<file path="src/rtl/mws_pkg.sv">
// Package: shared types for the wait-state register slave.
// Holds the response encoding that the decode and the top module both use.
package mws_pkg;

    // Completion response codes seen by the master.
    typedef enum logic [1:0] {
        RESP_OK     = 2'b00,
        RESP_SLVERR = 2'b10
    } resp_e;

endpackage

</file>
<file path="src/rtl/mws_wait_gen.sv">
// Module: mws_wait_gen
// Counts the wait states of a pending request and flags its completion cycle.
// Assumes the requester holds req high for the whole transfer. A dropped req
// aborts the count. WAIT_CYCLES may be zero, which gives single-cycle transfers.
module mws_wait_gen #(
    parameter int WAIT_CYCLES = 2
) (
    input  logic clk,
    input  logic rst_n,
    input  logic req,
    output logic stall,
    output logic done
);

    localparam int CW = (WAIT_CYCLES > 0) ? $clog2(WAIT_CYCLES + 1) : 1;
    localparam logic [CW-1:0] LAST = CW'(WAIT_CYCLES);

    logic [CW-1:0] cnt;
    logic          at_last;

    assign at_last = (cnt == LAST);

    // Advance the wait counter while a request is held; restart after completion.
    always_ff @(posedge clk) begin
        if (!rst_n) begin
            cnt <= '0;
        end else if (req && !at_last) begin
            cnt <= cnt + 1'b1;
        end else begin
            cnt <= '0;
        end
    end

    // Stall in reset and in every counted cycle; finish when the count is reached.
    always_comb begin
        stall = !rst_n || (req && !at_last);
        done  = rst_n && req && at_last;
    end

endmodule

</file>
<file path="src/rtl/mws_decode.sv">
// Module: mws_decode
// Classifies a request: legal read, legal write or error. Also gives the word
// index. Assumes DEPTH is a power of two and below 2**ADDR_W.
module mws_decode
    import mws_pkg::*;
#(
    parameter int ADDR_W = 8,
    parameter int DEPTH  = 16
) (
    input  logic                       rd,
    input  logic                       wr,
    input  logic [ADDR_W-1:0]          addr,
    output logic [$clog2(DEPTH)-1:0]   idx,
    output logic                       rd_ok,
    output logic                       wr_ok,
    output resp_e                      resp
);

    localparam int IDX_W = $clog2(DEPTH);

    logic in_range;
    logic both;

    // Range test, strobe conflict and resulting response code.
    always_comb begin
        in_range = (addr < ADDR_W'(DEPTH));
        both     = rd && wr;
        idx      = addr[IDX_W-1:0];
        rd_ok    = rd && !wr && in_range;
        wr_ok    = wr && !rd && in_range;
        resp     = (both || !in_range) ? RESP_SLVERR : RESP_OK;
    end

endmodule

</file>
<file path="src/rtl/mws_regfile.sv">
// Module: mws_regfile
// Storage, one byte array per lane, each with its own write enable.
// Outputs the addressed word with disabled lanes forced to zero.
// Assumes idx < DEPTH, which holds when DEPTH is a power of two.
module mws_regfile #(
    parameter int DEPTH  = 16,
    parameter int DATA_W = 32
) (
    input  logic                       clk,
    input  logic                       rst_n,
    input  logic                       we,
    input  logic [$clog2(DEPTH)-1:0]   idx,
    input  logic [DATA_W/8-1:0]        be,
    input  logic [DATA_W-1:0]          wdata,
    output logic [DATA_W-1:0]          rdata_masked
);

    localparam int LANES = DATA_W / 8;

    for (genvar l = 0; l < LANES; l++) begin : g_lane
        logic [7:0] bytes [DEPTH];

        // Clear the lane on reset; write it only when its enable bit is set.
        always_ff @(posedge clk) begin
            if (!rst_n) begin
                for (int i = 0; i < DEPTH; i++) begin
                    bytes[i] <= 8'h00;
                end
            end else if (we && be[l]) begin
                bytes[idx] <= wdata[l*8 +: 8];
            end
        end

        // Lane read path, zeroed when the lane is not enabled.
        always_comb begin
            rdata_masked[l*8 +: 8] = be[l] ? bytes[idx] : 8'h00;
        end
    end

endmodule

</file>
<file path="src/rtl/mws_slave.sv">
// Module: mws_slave
// Memory-mapped register slave with a fixed number of wait states, per-lane
// write masking and read masking. It serves single transfers only. Assumes the
// master holds all request inputs stable while bus_wait is high.
module mws_slave
    import mws_pkg::*;
#(
    parameter int ADDR_W      = 8,
    parameter int DATA_W      = 32,
    parameter int DEPTH       = 16,
    parameter int WAIT_CYCLES = 2
) (
    input  logic                 clk,
    input  logic                 rst_n,
    input  logic [ADDR_W-1:0]    bus_addr,
    input  logic [DATA_W/8-1:0]  bus_be,
    input  logic                 bus_rd,
    input  logic                 bus_wr,
    input  logic [DATA_W-1:0]    bus_wdata,
    output logic [DATA_W-1:0]    bus_rdata,
    output logic                 bus_wait,
    output logic [1:0]           bus_resp
);

    localparam int IDX_W = $clog2(DEPTH);

    logic              req;
    logic              done;
    logic [IDX_W-1:0]  idx;
    logic              rd_ok;
    logic              wr_ok;
    resp_e             dec_resp;
    logic [DATA_W-1:0] lane_data;

    assign req = bus_rd || bus_wr;

    mws_wait_gen #(
        .WAIT_CYCLES (WAIT_CYCLES)
    ) u_wait (
        .clk   (clk),
        .rst_n (rst_n),
        .req   (req),
        .stall (bus_wait),
        .done  (done)
    );

    mws_decode #(
        .ADDR_W (ADDR_W),
        .DEPTH  (DEPTH)
    ) u_dec (
        .rd    (bus_rd),
        .wr    (bus_wr),
        .addr  (bus_addr),
        .idx   (idx),
        .rd_ok (rd_ok),
        .wr_ok (wr_ok),
        .resp  (dec_resp)
    );

    mws_regfile #(
        .DEPTH  (DEPTH),
        .DATA_W (DATA_W)
    ) u_regs (
        .clk          (clk),
        .rst_n        (rst_n),
        .we           (done && wr_ok),
        .idx          (idx),
        .be           (bus_be),
        .wdata        (bus_wdata),
        .rdata_masked (lane_data)
    );

    // Drive data and response only in the completion cycle.
    always_comb begin
        bus_rdata = (done && rd_ok) ? lane_data : '0;
        bus_resp  = done ? dec_resp : RESP_OK;
    end

endmodule

</file>
<file path="config.mk">
export PLATFORM = sky130hd
export DESIGN_NAME = mws_slave
export DESIGN_NICKNAME = d
export VERILOG_FILES = /design/src/rtl/mws_pkg.sv /design/src/rtl/mws_wait_gen.sv /design/src/rtl/mws_decode.sv /design/src/rtl/mws_regfile.sv /design/src/rtl/mws_slave.sv
export SDC_FILE = /design/constraint.sdc
export NUM_CORES = 1
export LEC_CHECK = 0
export ABC_AREA = 1
export BUFFER_PORTS_ARGS = -buffer_cell sky130_fd_sc_hd__buf_4
export CAP_MARGIN = 20
export CORE_ASPECT_RATIO = 0.75
export CORE_MARGIN = 10
export CORE_UTILIZATION = 60
export CTS_CLUSTER_SIZE = 10
export DETAILED_ROUTE_END_ITERATION = 10
export PLACE_DENSITY_LB_ADDON = 0.08
export REMOVE_ABC_BUFFERS = 1
export SYNTH_ARGS = -nofsm -noshare
export SYNTH_HDL_FRONTEND = slang
export SYNTH_SLANG_ARGS = --single-unit
</file>
<file path="constraint.sdc">
create_clock -name clk -period 2.3 [get_ports clk]
set_input_delay 0 -clock clk [delete_from_list [all_inputs] [get_ports clk]]
set_output_delay 0 -clock clk [all_outputs]
set_load 0.005 [all_outputs]
</file>
# Yosys cells after proc, flatten, opt, wreduce, memory -nomap -nowiden
# Memories as Yosys holds them, arrays and structs flattened.
# Index checks and enable logic that the tools add are counted.
[op_classes]
eq_ne = 1
n_mux = 32
n_lt_le_gt_ge = 1
addsub = 1
reduce_logical = 27
[op_table]
columns = ["op", "n"]
rows = [
  ["8-bit 2-to-1 mux", 8],
  ["32-bit 2-to-1 mux", 1],
  ["8-bit OR reduction", 4],
  ["1-bit 2-to-1 mux", 17],
  ["4-bit 2-to-1 mux", 4],
  ["1-bit logical AND", 14],
  ["8-bit by 5-bit less-than comparator with 1-bit output, second input constant", 1],
  ["1-bit logical NOT", 5],
  ["2-bit 2-to-1 mux", 2],
  ["1-bit logical OR", 3],
  ["2-bit by 1-bit adder with 2-bit output, second input constant", 1],
  ["2-bit == test, second input constant", 1],
  ["2-bit AND reduction", 1],
]
[totals]
n_memories = 4
ff_bits = 2
wordCells = 67
output_inout_bits = 35
ramBits = 512
in_bits = 48
[mem_list]
columns = ["memory", "depth", "width", "rd", "rd_ports_with_merged_regs", "write_ports", "line", "rtl"]
rows = [
  ["u_regs.g_lane[0].bytes", 16, 8, 1, 0, 16, "mws_regfile.sv:21", "logic [7:0] bytes [DEPTH];"],
  ["u_regs.g_lane[1].bytes", 16, 8, 1, 0, 16, "mws_regfile.sv:21", ""],
  ["u_regs.g_lane[2].bytes", 16, 8, 1, 0, 16, "mws_regfile.sv:21", ""],
  ["u_regs.g_lane[3].bytes", 16, 8, 1, 0, 16, "mws_regfile.sv:21", ""],
]

# Logic depth before layout (Yosys ltp)
[depth]
word_depth = 10
depth_mapped = 12

# By module
# Synthesis repeated with hierarchy kept, for this count alone.
[hier_totals]
hier_cells = 2878
hier_area_um2 = 24452.2
[modules_own_cells]
columns = ["mod", "cells_per_inst", "seq_area_each_um2", "area_per_inst_um2", "instances"]
rows = [
  ["mws_regfile", 2774, 15374.7, 23956.7, 1],
  ["mws_slave", 75, 0.0, 314.1, 1],
  ["mws_wait_gen", 12, 40.0, 92.6, 1],
  ["mws_decode", 17, 0.0, 88.8, 1],
]

# Worst setup path after synthesis
# OpenSTA, ideal clock, no wires.
[synth_timing]
path_kind = "register to register"
from = "register u_wait.cnt[0]"
to = "memory u_regs.g_lane[3].bytes[9][0], enable pin"
n_path_buf = 1
setup_slack_ns = 0.304
synth_period_minus_slack_ns = 1.996
arrival_ns = 1.667
required_time_ns = 1.971
setup_time_ns = 0.329
stages_incl_launch_ff = 10
cell_sequence = "dfxtp_1 inv_1 ha_1 nand2_1 nor2_2 nand2_2 nor2_4 buf_6 nand2_1 nand2_1"
[synth_lines]
columns = ["item", "line", "rtl"]
rows = [
  ["from (decl)", "mws_wait_gen.sv:18", "logic [CW-1:0] cnt;"],
  ["from (signal assigned)", "mws_wait_gen.sv:28", "cnt <= cnt + 1'b1;"],
  ["to (decl)", "mws_regfile.sv:21", ""],
]

# Final worst setup path
[layout_timing]
from = "register u_wait.cnt[0]"
to = "output bus_rdata[3]"
[layout_between]
elab_chain_cells = 4
[layout_lines]
columns = ["item", "line", "rtl"]
rows = [
  ["2-bit == test", "mws_wait_gen.sv:21", "assign at_last = (cnt == LAST);"],
  ["1-bit logical AND", "mws_wait_gen.sv:37", "done = rst_n && req && at_last;"],
  ["1-bit logical AND", "mws_slave.sv:75", "bus_rdata = (done && rd_ok) ? lane_data : '0;"],
  ["32-bit 2-to-1 mux", "mws_slave.sv:75", ""],
  ["to (decl)", "mws_slave.sv:20", "output logic [DATA_W-1:0] bus_rdata,"],
]
# No other way between the ends.

==> impl_metrics.tcl <==
set metrics [dict create \
    outcome "finished, final reports clean" \
    start_util_pct 61.06 \
    root_buffer "clkbuf_16" \
    min_path_type "input port to flip-flop" \
    maxSlewViolCount 0 \
    postRouteAntennaNets 0 \
    grt_max_degree 170 \
    startpoint_type "flip-flop" \
    io_pins 83 \
    port_buffers 81 \
    syn_area_um2 24210 \
    fin_setup_tns_ps 0 \
    die-area_um2 48870 \
    fp.dieH_um 194.0 \
    post_cts_buffers 0 \
    drive_above_1_share_pct 9.364 \
    syn_to_final_growth_pct 12.20 \
    drtIter0Drc 2260 \
    crit_chain "inv_1 -> ha_1 -> nand2_1 -> nor2_2 -> buf_4 -> nand3_2 -> nor2_1 -> buf_4" \
    synthDistinctLibCells 19 \
    critical_path.max_fanout 8 \
    cts_max_path_buffers 3 \
    reg2reg_setup_slack_ps 220 \
    tightest_slew_ps 892.1 \
    skew_ps 10.09 \
    cpMaxStageDelayCell "dfxtp_1" \
    period_needed_ps 2183 \
    cts_made_buffers 57 \
    wl_per_cell_um 19.05 \
    seq_area_frac_synth_pct 63.67 \
    route.detailed.drc 0 \
    netlist_top_cells_area "edfxtp_1, nand2_1, nor2_1" \
    die_x_um 252.0 \
    cp.arrival_ps 2180 \
    grt_overflow 0 \
    totalWireLength_um 65030 \
    cp-end-kind "output port" \
    fin_nets 2926 \
    path_class "flip-flop to output port" \
    grt_usage_pct 26.17 \
    h-tree-depth 2 \
    cp_slowest_stage_delay_ps 310 \
    cts.sinks 514 \
    rows 63 \
    gp_congestion 0.8854 \
    synth_top_cell_by_area "edfxtp_1" \
    power_density_nw_per_um2 742.5 \
    final_common_cell "nand2_1" \
    finalCritPeriodShare_pct 94.92 \
    antenna_found_initial 0 \
    hold_slack_ps 91.43 \
    core_um2 39650 \
    vias 18990 \
    layout.cells.non_filler 3414 \
    grt_pass1_wl_um 99790 \
    grt_pass1_vias 17870 \
    fmax_mhz 458.0 \
    maxSlewHeadroom_pct 40.46 \
    final_cell_mix "nand2_1, nor2_1, edfxtp_1" \
    ys_ff_latch 514 \
    clkTransAtPathRegs_ps 50 \
    hpwlAfterDp_um 40770 \
    cp.required_ps 2300 \
    finalHoldViolCount 0 \
    leakage_uw 0.01252 \
    cpMostUsedCell "buf_4" \
    setup_viol 0 \
    peakVddDrop_uv 557.7 \
    dp_cells 3336 \
    netlist.area_leader.share_pct 63.50 \
    syn_avg_cell_area_um2 8.641 \
    drt_pass1_iterations 6 \
    drv_cap 0 \
    diodes 0 \
    syn-instance-count 2802 \
    cts_tree "yes" \
    via_per_inst 5.562 \
    clk_latency_ps 580 \
    ys_warn_count 0 \
]
## repair_timing
action / CTS / global route
hold endpoints to repair: 2 / 0
resized for setup: 1 / 3
pin swaps: 0 / 0
endpoints found under the setup margin: 2 / 11
hold buffers: 2 / 0
## final timing paths
path	from	end	cells past startpoint
setup / recovery	u_wait.cnt[0]$_SDFF_PN0_	bus_rdata[3]	8
hold / removal	rst_n	u_wait.cnt[1]$_SDFF_PN0_	4
setup reg to reg	u_wait.cnt[0]$_SDFF_PN0_	u_regs.g_lane[1].bytes[9][6]$_SDFFCE_PN0P_	9
hold reg to reg	u_wait.cnt[0]$_SDFF_PN0_	u_wait.cnt[0]$_SDFF_PN0_	1
## per-stage QoR
stage	cell area (µm²)	utilization, %	total power, µW	setup slack, ps
CTS	27150	68.48	20150	33.75
floorplan	23620	-	11650	-1094
global placement	25580	64.52	12320	293.6
global route	27160	68.51	20730	-16.02
detailed placement	25580	64.52	12340	268.7
finish	27160	68.51	20170	116.8
## final cells by class
| class | instances | area, µm² |
|---|---|---|
| flip-flops and latches | 514 | 15410 |
| fillers | 3067 | 12490 |
| multi-input cells | 2100 | 8053 |
| clock buffers | 73 | 1529 |
| repair buffers | 158 | 1320 |
| well taps | 520 | 650.6 |
| inverters | 46 | 180.2 |
| clock inverters | 3 | 16.27 |
## metal layers
metal / track usage, % / routed length (µm) / vias up
met1: 37.03 / 26670 / 8838
met2: 40.99 / 29880 / 1061
li1: - / - / 8948
met3: 4.219 / 6623 / 141
met5: 0 / 0 / -
met4: 8.004 / 1855 / 0
## cell usage after synthesis, drive strengths merged
cell and instances:
conb 1, nor2 606, clkbuf 100, inv 46
nor3 1, buf 42, o21ai 1, dfxtp 2
nand2 1485, edfxtp 512, ha 1, nand3 5
## where the power goes
| group | switching [µW] | internal (µW) | leakage [µW] |
|---|---|---|---|
| combinational | 1140 | 354 | 0.00648 |
| clock | 3430 | 4550 | 0.000751 |
| sequential | 96.9 | 10600 | 0.00529 |
| total | 4670 | 15500 | 0.0125 |
## registers in the layout (all words and copies together), names as in the netlist
register             count
u_wait.cnt               2
u_regs.g_lane.bytes    512
## critical path: cells and delay by family (launching register included)
family	cells	cell delay [ps]
and+or+nand+nor	4	690
DFF	1	310
adders and majority gates	1	180
buffers and inverters	3	400
## logic make-up (layout without fill, tap and decap cells)
family | Yosys count | count (layout) | share of synthesized area, %
AND/OR/NAND/NOR | 2097 | 2097 | 33.08
flip-flops | 514 | 514 | 63.67
buffers and inverters | 188 | 280 | 3.163
adder cells (fa/ha/maj) | 1 | 1 | 0.05167
other | 1 | 1 | 0.01549
AO/OA/AOI/OAI | 1 | 1 | 0.02065
Note: power is estimated with default switching activity, not from simulation.
